[src/rtl/ovh_bit_validator.sv]
module ovh_bit_validator #(
  parameter int W4    = 3,
  parameter int W56   = 4,
  parameter int CW    = 8,
  parameter int DEPTH = 4
) (
  input  logic            clk,
  input  logic            rst_n,
  input  logic            sf_strobe,
  input  logic [W4-1:0]   m4_bits,
  input  logic [W56-1:0]  m56_bits,
  input  logic            febe_bit,
  input  logic            crc_err,
  input  logic            cfg_we,
  input  logic [1:0]      cfg_addr,
  input  logic [7:0]      cfg_wdata,
  input  logic            irq_pop,
  output logic [7:0]      cfg_q,
  output logic [W4-1:0]   m4_q,
  output logic [W56-1:0]  m56_q,
  output logic [CW-1:0]   err_cnt1,
  output logic [CW-1:0]   err_cnt2,
  output logic            irq_valid,
  output logic [1:0]      irq_tag,
  output logic [W56+1:0]  irq_data,
  output logic            irq_ovf
);
  localparam int NB = W4 + W56;
  localparam int SW = W56 + 2;
  localparam int PW = $clog2(DEPTH);
  localparam int NP = 3;

  logic [1:0] mode;
  logic crc_ie, cnt_ie, febe_ie;
  assign mode    = cfg_q[1:0];
  assign crc_ie  = cfg_q[2];
  assign cnt_ie  = cfg_q[3];
  assign febe_ie = cfg_q[4];

  logic cmd, clr1, clr2, clr_ovf;
  assign cmd     = cfg_we && cfg_addr == 2'd3;
  assign clr1    = cmd && cfg_wdata[0];
  assign clr2    = cmd && cfg_wdata[1];
  assign clr_ovf = cmd && cfg_wdata[2];

  logic [CW-1:0] thr1, thr2;

  always_ff @(posedge clk) begin
    if (!rst_n) begin
      cfg_q <= 8'h1E;
      thr1  <= '0;
      thr2  <= '0;
    end else if (cfg_we) begin
      case (cfg_addr)
        2'd0: cfg_q <= cfg_wdata;
        2'd1: thr1  <= CW'(cfg_wdata);
        2'd2: thr2  <= CW'(cfg_wdata);
        default: ;
      endcase
    end
  end

  logic [NB-1:0] rx_all, val_q, val_n;
  assign rx_all = {m56_bits, m4_bits};

  for (genvar i = 0; i < NB; i++) begin : g_bit
    logic q, cand, nq, ncand;
    logic [1:0] seen, nseen, s;
    always_comb begin
      nq = q; ncand = cand; nseen = seen; s = 2'd0;
      if (mode == 2'd0) begin
        nq = rx_all[i]; ncand = rx_all[i]; nseen = 2'd0;
      end else if (rx_all[i] == q) begin
        ncand = rx_all[i]; nseen = 2'd0;
      end else begin
        s = (rx_all[i] == cand && seen != 2'd0) ? seen + 2'd1 : 2'd1;
        if (s >= mode) begin
          nq = rx_all[i]; ncand = rx_all[i]; nseen = 2'd0;
        end else begin
          ncand = rx_all[i]; nseen = s;
        end
      end
    end
    always_ff @(posedge clk) begin
      if (!rst_n) begin
        q <= 1'b0; cand <= 1'b0; seen <= 2'd0;
      end else if (sf_strobe) begin
        q <= nq; cand <= ncand; seen <= nseen;
      end
    end
    assign val_q[i] = q;
    assign val_n[i] = nq;
  end

  assign m4_q  = val_q[W4-1:0];
  assign m56_q = val_q[NB-1:W4];

  logic crc_ev, febe_ev, ev_m4, ev_m56;
  assign crc_ev  = sf_strobe && crc_err;
  assign febe_ev = sf_strobe && !febe_bit;
  assign ev_m4   = sf_strobe && (mode == 2'd0 || val_n[W4-1:0] != val_q[W4-1:0]);
  assign ev_m56  = (sf_strobe && (mode == 2'd0 || val_n[NB-1:W4] != val_q[NB-1:W4]))
                 || (crc_ie && crc_ev) || (febe_ie && febe_ev);

  logic [CW-1:0] c1_inc, c2_inc;
  logic hit1, hit2, ev_cnt;
  assign c1_inc = err_cnt1 + CW'(1);
  assign c2_inc = err_cnt2 + CW'(1);
  assign hit1   = crc_ev && !clr1 && err_cnt1 != '1 && thr1 != '0 && c1_inc == thr1;
  assign hit2   = febe_ev && !clr2 && err_cnt2 != '1 && thr2 != '0 && c2_inc == thr2;
  assign ev_cnt = cnt_ie && (hit1 || hit2);

  always_ff @(posedge clk) begin
    if (!rst_n) begin
      err_cnt1 <= '0;
      err_cnt2 <= '0;
    end else begin
      if (clr1) err_cnt1 <= '0;
      else if (crc_ev && err_cnt1 != '1) err_cnt1 <= c1_inc;
      if (clr2) err_cnt2 <= '0;
      else if (febe_ev && err_cnt2 != '1) err_cnt2 <= c2_inc;
    end
  end

  logic [NP-1:0] push_v;
  logic [1:0]    push_tag [NP];
  logic [SW-1:0] push_dat [NP];
  assign push_v      = {ev_cnt, ev_m56, ev_m4};
  assign push_tag[0] = 2'd0;
  assign push_tag[1] = 2'd1;
  assign push_tag[2] = 2'd2;
  assign push_dat[0] = SW'(val_n[W4-1:0]);
  assign push_dat[1] = {!crc_err, febe_bit, val_n[NB-1:W4]};
  assign push_dat[2] = SW'({hit2, hit1});

  logic [1:0]    tag_q [DEPTH];
  logic [SW-1:0] dat_q [DEPTH];
  logic [1:0]    tag_n [DEPTH];
  logic [SW-1:0] dat_n [DEPTH];
  logic [PW-1:0] rd_q, rd_n;
  logic [PW:0]   cnt_q, cnt_n;
  logic          ovf_n;

  always_comb begin
    tag_n = tag_q; dat_n = dat_q;
    rd_n = rd_q; cnt_n = cnt_q; ovf_n = irq_ovf && !clr_ovf;
    if (irq_pop && cnt_q != '0) begin
      rd_n  = rd_q + PW'(1);
      cnt_n = cnt_q - (PW+1)'(1);
    end
    for (int k = 0; k < NP; k++) begin
      if (push_v[k]) begin
        if (cnt_n < (PW+1)'(DEPTH)) begin
          tag_n[PW'(rd_n + PW'(cnt_n))] = push_tag[k];
          dat_n[PW'(rd_n + PW'(cnt_n))] = push_dat[k];
          cnt_n = cnt_n + (PW+1)'(1);
        end else begin
          ovf_n = 1'b1;
        end
      end
    end
  end

  always_ff @(posedge clk) begin
    if (!rst_n) begin
      rd_q    <= '0;
      cnt_q   <= '0;
      irq_ovf <= 1'b0;
      for (int d = 0; d < DEPTH; d++) begin
        tag_q[d] <= '0;
        dat_q[d] <= '0;
      end
    end else begin
      rd_q    <= rd_n;
      cnt_q   <= cnt_n;
      irq_ovf <= ovf_n;
      tag_q   <= tag_n;
      dat_q   <= dat_n;
    end
  end

  assign irq_valid = cnt_q != '0;
  assign irq_tag   = tag_q[rd_q];
  assign irq_data  = dat_q[rd_q];


  fifo_bound_chk: assert property (@(posedge clk) disable iff (!rst_n)
    cnt_q <= (PW+1)'(DEPTH));


  ovf_sticky_chk: assert property (@(posedge clk) disable iff (!rst_n)
    ($past(irq_ovf) && !$past(clr_ovf)) |-> irq_ovf);


  cnt_sat_chk: assert property (@(posedge clk) disable iff (!rst_n)
    ($past(err_cnt1) == '1 && !$past(clr1)) |-> err_cnt1 == '1);


  m4_hold_chk: assert property (@(posedge clk) disable iff (!rst_n)
    !$past(sf_strobe) |-> $stable(m4_q));


  pop_only_chk: assert property (@(posedge clk) disable iff (!rst_n)
    ($past(irq_pop) && $past(irq_valid) && !$past(sf_strobe))
      |-> cnt_q == $past(cnt_q) - (PW+1)'(1));
endmodule

[config.mk]
export PLATFORM = sky130hd
export DESIGN_NAME = ovh_bit_validator
export DESIGN_NICKNAME = d
export VERILOG_FILES = /design/src/rtl/ovh_bit_validator.sv
export SDC_FILE = /design/constraint.sdc
export NUM_CORES = 1
export LEC_CHECK = 0
export ABC_AREA = 1
export CAP_MARGIN = 25
export CORE_ASPECT_RATIO = 1.75
export CORE_MARGIN = 2
export CORE_UTILIZATION = 56
export CTS_CLUSTER_DIAMETER = 40
export DETAILED_ROUTE_END_ITERATION = 10
export PLACE_DENSITY = 0.79
export SKIP_LAST_GASP = 1
export SYNTH_ARGS = -nofsm -noshare
export SYNTH_HDL_FRONTEND = slang
export SYNTH_SLANG_ARGS = --single-unit
[constraint.sdc]
create_clock -name clk -period 3.6 [get_ports clk]
set_input_delay 0.72 -clock clk [delete_from_list [all_inputs] [get_ports clk]]
set_output_delay 0.72 -clock clk [all_outputs]
set_load 0.01 [all_outputs]
## Word-level counts from Yosys, hierarchy flattened

Index checks and enable logic that the tools add are counted.

| word-level totals | value |
|---|---|
| register bits | 106 |
| bits of input ports | 24 |
| output and inout bits | 41 |
| logic and storage cells | 263 |

| operators by class | value |
|---|---|
| $add $sub $neg | 17 |
| magnitude comparators | 17 |
| eq/ne operators | 23 |
| mux-type cells | 96 |
| bitwise operators | 13 |
| reduce and logical (&&, ||, !) cells | 60 |

Operators by type and width:

| kind | count |
|---|---|
| 2-to-1 mux 24 bit | 6 |
| bitwise mux 24 bit | 3 |
| 2-to-1 mux 2 bit | 34 |
| 2-to-1 mux 8 bit | 6 |
| demux 6 bit (select 2 bit) | 3 |
| logical AND 1 bit | 33 |
| 2-to-1 mux 6 bit | 5 |
| 2-to-1 mux 1 bit | 27 |
| 2-to-1 mux 3 bit | 7 |
| adder 2 x 1 -> 2 bit, second input constant | 8 |
| adder 8 x 1 -> 8 bit, second input constant | 2 |
| equality test 8 bit | 2 |
| != test 8 bit, second input constant | 2 |
| nonzero test 8 bit | 2 |
| equality test 1 bit | 14 |
| greater-or-equal comparator 2 bit | 7 |
| nonzero test 2 bit | 7 |
| binary-select mux 6 bit (select 2 bit) | 1 |
| demux 2 bit (select 2 bit) | 3 |
| greater-or-equal comparator 3 bit, second input constant | 4 |
| inverter 2 -> 3 bit | 4 |
| adder 3 x 1 -> 3 bit, second input constant | 3 |
| < comparator 3 x 1 -> 1 bit, second input constant | 3 |
| < comparator 3 bit, second input constant | 3 |
| 19 further kinds | 37 |

## Depth between registers and ports, before layout

Gate-level depths: netlist of the first run.

| logic depth | value |
|---|---|
| depth after elaboration | 24 |
| mapped depth | 29 |
| mapped depth without buffers | 29 |

## Worst setup path after synthesis of the first run

OpenSTA, ideal clock, no wires.

| path | value |
|---|---|
| path kind | input -> register |
| from | input port m4_bits[2] |
| to | register dat_q[6] in the netlist's numbering |
| setup time | 0.113 ns |
| data arrival time | 3.276 ns |
| required time | 3.487 ns |
| slack | 0.212 ns |
| cell stages on the path | 23 |
| buffers on the path | 0 |
| path through | inv_1 -> nor2_1 -> nor2_1 -> nand2_1 -> nor2_1 -> ha_1 -> o21ai_0 -> nand2_1 -> nand2_2 -> nand3_2 -> nand2_2 -> xor2_1 -> xor2_1 -> inv_1 -> ha_1 -> xor2_1 -> inv_1 -> nand3_1 -> nand2_2 -> nor2_1 -> nand2_1 -> nand2_1 -> nor2_1 |

| on the way | value |
|---|---|
| longest elaborated chain between the ends | 23 |
| elaborated cells on any way between the ends | 38 |
| those cells by class | 3 x add/sub; 7 x order compare; 3 x eq/ne; 18 x mux; 2 x bitwise; 5 x reduce/logical |

RTL lines:

| item | line | text |
|---|---|---|
| from (decl) | 10 | `input logic [W4-1:0] m4_bits,` |
| equality test 1 bit | 76 | `s = (rx_all[i] == cand && seen != 2'd0) ? seen + 2'd1 : 2'd1;` |
| logical AND 1 bit | 76 |  |
| 2-to-1 mux 2 bit | 76 |  |
| greater-or-equal comparator 2 bit | 77 | `if (s >= mode) begin` |
| 2-to-1 mux 1 bit | 77 |  |
| 2-to-1 mux 1 bit | 73 | `end else if (rx_all[i] == q) begin` |
| 2-to-1 mux 1 bit (*) | 71 | `if (mode == 2'd0) begin` |
| != test 3 bit (*) | 101 | `assign ev_m4 = sf_strobe && (mode == 2'd0 \|\| val_n[W4-1:0] != val_q[W4-1:0]);` |
| [... 7 more ...] | n/a |  |
| inverter 2 -> 3 bit (not written as such) or 2-to-1 mux 6 bit (tied branches) | 155 | `dat_n[PW'(rd_n + PW'(cnt_n))] = push_dat[k];` |
| greater-or-equal comparator 3 bit (not written as such) (tied with other cells) | 155 |  |
| logical AND 1 bit (not written as such) or bitwise mux 24 bit (tied branches) | 155 |  |
| 2-to-1 mux 6 bit (not written as such) or 2-to-1 mux 24 bit (tied branches) | 155, 153 |  |
| demux 6 bit (select 2 bit) or 2-to-1 mux 24 bit (tied branches) | 155, 152 |  |
| bitwise mux 24 bit | 155 |  |
| 2-to-1 mux 24 bit | 153 | `if (cnt_n < (PW+1)'(DEPTH)) begin` |
| 2-to-1 mux 24 bit (*) | 152 | `if (push_v[k]) begin` |
| to (signal assigned) | 178 | `dat_q <= dat_n;` |
| to (decl) | 137 | `logic [SW-1:0] dat_q [DEPTH];` |

Mark *: on every way between the ends. The rest lies on a longest branch, timed or not.
A chain may end at the register's enable or synchronous reset.

## Worst setup path after layout of the first run

| path | value |
|---|---|
| from | register g_bit[1].seen[0] |
| to | register dat_q[18] in the netlist's numbering |

| on the way | value |
|---|---|
| longest elaborated chain between the ends | 23 |
| elaborated cells on any way between the ends | 38 |
| those cells by class | 4 x add/sub; 7 x order compare; 1 x eq/ne; 18 x mux; 2 x bitwise; 6 x reduce/logical |

RTL lines:

| item | line | text |
|---|---|---|
| from (decl) | 68 | `logic [1:0] seen, nseen, s;` |
| from (signal assigned) | 88 | `q <= nq; cand <= ncand; seen <= nseen;` |
| parallel branches: the longest is 2 deep, another holds adder 2 x 1 -> 2 bit | n/a |  |
| 2-to-1 mux 2 bit (*) | 76 |  |
| greater-or-equal comparator 2 bit (*) | 77 |  |
| 2-to-1 mux 1 bit (*) | 77 |  |
| 2-to-1 mux 1 bit (*) | 73 |  |
| 2-to-1 mux 1 bit (*) | 71 |  |
| != test 3 bit (*) | 101 |  |
| logical OR 1 bit (*) | 101 |  |
| [... 6 more ...] | n/a |  |
| inverter 2 -> 3 bit (not written as such) or 2-to-1 mux 6 bit (tied branches) | 155 |  |
| greater-or-equal comparator 3 bit (not written as such) (tied with other cells) | 155 |  |
| logical AND 1 bit (not written as such) or bitwise mux 24 bit (tied branches) | 155 |  |
| 2-to-1 mux 6 bit (not written as such) or 2-to-1 mux 24 bit (tied branches) | 155, 153 |  |
| demux 6 bit (select 2 bit) or 2-to-1 mux 24 bit (tied branches) | 155, 152 |  |
| bitwise mux 24 bit | 155 |  |
| 2-to-1 mux 24 bit | 153 |  |
| 2-to-1 mux 24 bit (*) | 152 |  |

Every way passes the cells marked *.

==> results.cfg, run 1 <==
[timing]
holdWs_ns = 0.466
max_freq_mhz = 297
slew_headroom_pct = 63.6
slew_viol_final = 0
finalCritPeriodShare_pct = 93.4
worst_pin_slew_ns = 0.544
hold_viol = 0
skew_ns = 0.00741
setup_viol = 0
period_minus_slack_ns = 3.36

[floorplanning]
core.rowCount = 52
fp.dieW_um = 85.5
initial_core_util_pct = 56.9
coreArea_mm2 = 0.0115
fp.dieH_um = 147
ios = 65
dieArea_mm2 = 0.0125

[grt]
antenna_found_initial = 0
first_global_vias = 6320
overflow = 0
grt_max_degree = 50
grt_use_total_pct = 28.9
grt_pass1_wl_um = 28900

[place]
hpwl_um = 13600
gp_congestion = 1.00
dp.cells = 1254
numPortBuffers = 64

[synth]
netlist_area_mm2 = 0.00651
yosysTopAreaCell = dfxtp_1
seq_area_frac_synth_pct = 32.6
syn-instance-count = 1019
synth_top_area_share_pct = 32.6
synth_flop_cell = dfxtp_1
synthTopCellsByArea = dfxtp_1 (33%), nand2_1 (15%), nor2_1 (7.8%), o21ai_0 (7.4%), inv_1 (7.3%)
ys_async_sr_fraction_pct = 0
yosys_warnings = 0
synth_nets = 1074
synth_common_cells = nand2_1 (261), nor2_1 (135), inv_1 (127)
syn_avg_cell_area_um2 = 6.39
ys_types = 38
synth-edff-count = 0
ys_ff_latch = 106
synth.most_common_cell = nand2_1

[detailed_routing]
first_pass_iters = 5
drtIter0Drc = 333
via_count = 6944
routedWlPerCell_um = 14.4
vias_per_cell = 5.45
drt_wl_total_um = 18400
detail-route-antenna-nets = 0
drc_errors = 0

[power]
leakage_nw = 3.89
powerDensity_mw_per_mm2 = 602
vdd_drop_max_mv = 0.394

[final_layout]
nets = 1188
area_growth_pct = 26.0
diodes = 0
instances_no_fill = 1273
final_layout_size_suffix_gt1_share_pct = 15.0

[clock_network]
hold_buffers = 0
clock-sinks = 106
path_clk_slew_ns = 0.07
clock_latency_ns = 0.35
cts_buffers = 9
cts_tree = yes
cts_buffer_depth = 2
cts_htree_levels = 3
clock-root-buffer = clkbuf_16

[critical_path]
critPathMaxStageDelay_ns = 0.33
arrival_ns = 3.60
required_ns = 3.84
criticalPathCategory = register to register
cp-start-kind = register
cpMostUsedCell = nand2_1
cp_max_fo = 6
crit_slowest_cell = dfxtp_1
cp-end-kind = register

[run]
max_cap_viol_count = 0

[min_path]
worstHoldPathType = register to register

[run_status]
status = completed
==> state kept, by name, summed over array words and instances (netlist names), 8 cells and up <==
signal,count
err_cnt1,8
dat_q,24
cfg_q,8
thr1,8
err_cnt2,8
tag_q,8
thr2,8
g_bit.seen,14
==> critical path, delay by kind of cell (launching register included) <==
kind	cells	cell delay [ns]
fa+ha+maj	3	0.61
xor+xnor	2	0.36
buf+inv	6	0.45
simple gates	16	1.51
flops	1	0.33
==> per-stage QoR <==
stage                     worst slack, ns  total power [mW]  TNS [ns]  utilization (%)  area, µm²
after floorplan                     0.212              2.82         0                -       6520
after global placement             -0.472              3.64    -13.07             67.1       7680
after global routing              -0.0511              5.28   -0.0584             71.7       8210
final                               0.238              4.95         0             71.7       8210
after CTS                        0.000829              4.69         0             70.1       8030
after detailed placement           -0.529              3.68    -15.28             67.1       7680
==> worst paths after layout <==
| check | from | to | slack, ns | depth (start not counted) |
|---|---|---|---|---|
| hold reg to reg | g_bit[0].seen[1] | g_bit[0].seen[1] | 0.47 | 2 |
| setup reg to reg | g_bit[1].seen[0] | dat_q[18] | 0.24 | 27 |
| hold / removal | g_bit[0].seen[1] | g_bit[0].seen[1] | 0.47 | 2 |
| setup / recovery | g_bit[1].seen[0] | dat_q[18] | 0.24 | 27 |
==> metal layers <==
layer / GRT usage, % / wire (µm) / up-vias
met3: 3.45 / 740 / 77
met2: 53.8 / 9690 / 219
li1: - / - / 3508
met1: 29.0 / 6670 / 3140
met5: 0 / 0 / -
met4: 19.5 / 1260 / 0
==> layout by cell type (no fill, tap or decap), drive strengths merged <==
cell type / count
clkbuf: 11
o21bai: 1
inv: 132
xnor2: 3
xor2: 11
a22o: 1
nand2: 276
clkdlybuf4s50: 57
nor3: 8
nand3b: 5
a31oi: 2
dlymetal6s2s: 7
o211ai: 2
a21oi: 68
a21boi: 1
nor2: 147
o22ai: 8
o21ai: 102
o21a: 1
a211oi: 9
nand3: 54
a22oi: 1
buf: 72
nand4: 11
ha: 31
dfxtp: 106
or2: 4
clkinv: 7
==> cells by family (layout without fill, tap and decap cells) <==
kind of cell,count (synthesis),in the layout,synth area share (%)
simple gates,505,505,33.0
compound gates,196,196,16.2
buf+inv,167,286,10.4
flops,106,106,32.6
fa+ha+maj,31,31,5.95
xor+xnor,14,14,1.88
==> timing repair <==
action / 4_1_cts / 5_1_grt
gates resized for setup: 14 / 49
buffers inserted: 1 / 2
pin swaps: 5 / 28
setup endpoints to repair: 32 / 33
==> final cells by class <==
cell class	instances	area, µm²
clock buffer	11	253
clock inverter	5	28.8
fill	944	3240
inverter	134	508
multi-input combinational	746	3920
sequential	106	2120
tap	135	169
timing repair buffer	136	1210
==> power breakdown <==
part	leakage, nW	internal (mW)	switching (mW)
registers	0.868	1.35	0.117
logic	2.88	1.06	1.48
clock network	0.145	0.503	0.436
No activity file was read; power rests on OpenSTA's default activity.
==> run 2, diff against run 1 <==
Settings changed: SETUP_SLACK_MARGIN set to 0.4.
==> run 2 against run 1 <==
Effect of this change:
- sequential share of layout area decreased by 0.89 points
- maximum frequency up 2.1%
- largest power group unchanged
- die area unchanged
- sequential power hardly changed
- flip-flop and latch count unchanged
- combinational power is 10% higher
- hold slack improved by 0.0030 ns
- critical path type is now input pin to register
==> results.cfg, run 2 (synthesized netlist as in run 1, its figures left out) <==
[min_path]
worstHoldPathType = register to register
min_from = g_bit[0].seen[1]
min_path_cells = 2
hold_end = g_bit[0].seen[1]

[grt]
overflow = 0
antenna_found_initial = 0
grt_max_degree = 50
grt_pass1_wl_um = 30800
grt_use_total_pct = 30.8
first_global_vias = 6583

[timing]
worst_pin_slew_ns = 0.744
skew_ns = 0.00988
rsz0062_at_grt = yes
setup_viol = 0
slew_headroom_pct = 49.9
finalCritPeriodShare_pct = 91.5
slew_viol_final = 0
period_minus_slack_ns = 3.29
max_freq_mhz = 304
holdWs_ns = 0.469
hold_viol = 0
setup_ws_ns = 0.306

[final_layout]
final_cell_mix = nand2_1 (246), inv_1 (115), nor2_1 (114)
mostFrequentLayoutCell = nand2_1
area_growth_pct = 31.1
nets = 1207
post-route-cell-area_mm2 = 0.00854
final_layout_size_suffix_gt1_share_pct = 20.2
fillerInstances = 878
diodes = 0
regMostFlops = dat_q
largest_reg_flops = 24
fin_util_pct = 74.6
reg.largest.list = dat_q x24, g_bit.seen x14
instances_no_fill = 1291

[detailed_routing]
vias_per_cell = 5.48
via_count = 7073
first_pass_iters = 6
detail-route-antenna-nets = 0
drtIter0Drc = 398
drc_errors = 0
routedWlPerCell_um = 14.9
drt_wl_total_um = 19300

[run]
max_cap_viol_count = 0

[place]
hpwl_um = 13800
dp.cells = 1249
numPortBuffers = 64
gp_congestion = 0.980
dpl_worst_slack_ns = -0.387
dpl_cell_area_mm2 = 0.00774

[floorplanning]
fp.dieW_um = 85.5
dieArea_mm2 = 0.0125
core.rowCount = 52
initial_core_util_pct = 56.9
fp.dieH_um = 147
coreArea_mm2 = 0.0115
ios = 65

[critical_path]
rr_endpoint = dat_q[11]
ff2ff_path_depth = 24
cp-end-kind = register
reg2reg_setup_slack_ns = 0.33
cp_max_fo = 9
crit_slowest_cell = ha_1
critPathMaxStageDelay_ns = 0.26
cp-start-kind = input pin
cpMostUsedCell = nand2_1
arrival_ns = 3.54
crit-reg2reg-launch = g_bit[2].seen[1]
criticalPathCategory = input pin to register
required_ns = 3.85

[run_status]
status = completed

[clock_network]
cts_htree_levels = 3
cts_buffer_depth = 2
cts_buffers = 9
clock-root-buffer = clkbuf_16
clock-sinks = 106
cts_tree = yes
path_clk_slew_ns = 0.07
clock_latency_ns = 0.35
hold_buffers = 0

[power]
leakage_nw = 3.95
powerDensity_mw_per_mm2 = 621
vdd_drop_max_mv = 0.520
run 2: changes by cell type in the layout (fill, tap and decap cells not counted), moves of 8 or more:
cell / change
buf_4: +19
nor2_1: -12
dfxtp_1: -8
dfxtp_2: +8
nor2_2: +9
run 2: worst max-delay path: cells and delay by family:
kind                     cells  cell delay, ns
adder cells (fa/ha/maj)      2            0.42
buffers and inverters        6            0.60
XOR/XNOR                     1            0.19
AO/OA/AOI/OAI                2            0.35
AND/OR/NAND/NOR             14            1.26
run 2: timing repair:
| action | 4_1_cts | 5_1_grt |
|---|---|---|
| pin swaps | 43 | 42 |
| gates resized for setup | 69 | 59 |
| buffers inserted | 21 | 6 |
| endpoints found under the setup margin | 36 | 36 |
| cloned | 0 | 0 |
run 2: worst max-delay path by stage:
stage	from	end	slack (ns)	cells past startpoint
3_3_place_gp	m4_bits[2]	dat_q[5]	-0.30	21
4_1_cts	m4_bits[1]	dat_q[12]	0.39	27
3_5_place_dp	m4_bits[2]	dat_q[6]	-0.39	26
2_1_floorplan	m4_bits[2]	dat_q[18]	0.40	23
5_1_grt	m4_bits[2]	dat_q[12]	0.14	25
6_report	m4_bits[2]	dat_q[11]	0.31	25
run 2: layer usage:
metal  global-route usage [%]  routed length, µm  vias up
met5                        0                  0        -
met4                     16.9               1170        0
met3                     4.41                894       85
met2                     56.1              10200      248
met1                     33.2               7010     3204
li1                         -                  -     3536
run 2: final cells by class:
| type | count | area (µm²) | area share, % |
|---|---|---|---|
| clock buffers | 13 | 270 | 3.16 |
| clock inverters | 2 | 35.0 | 0.410 |
| inverters | 134 | 526 | 6.15 |
| multi-input cells | 746 | 4090 | 47.8 |
| flip-flops and latches | 106 | 2130 | 25.0 |
| well taps | 135 | 169 | 1.98 |
| repair buffers | 155 | 1330 | 15.5 |
run 2: report_power, final:
group          internal [mW]  leakage (nW)  switching (mW)
Sequential              1.35         0.871           0.128
Clock                  0.592         0.152           0.433
Combinational           1.19          2.92            1.61
Total                   3.13          3.95            2.17
run 2: per-stage QoR:
| stage | TNS [ns] | power [mW] |
|---|---|---|
| detailed placement | -11.53 | 3.84 |
| CTS | 0 | 5.04 |
| global route | 0 | 5.63 |
| finish | 0 | 5.30 |
| global placement | -8.85 | 3.77 |
| floorplan | 0 | 2.96 |
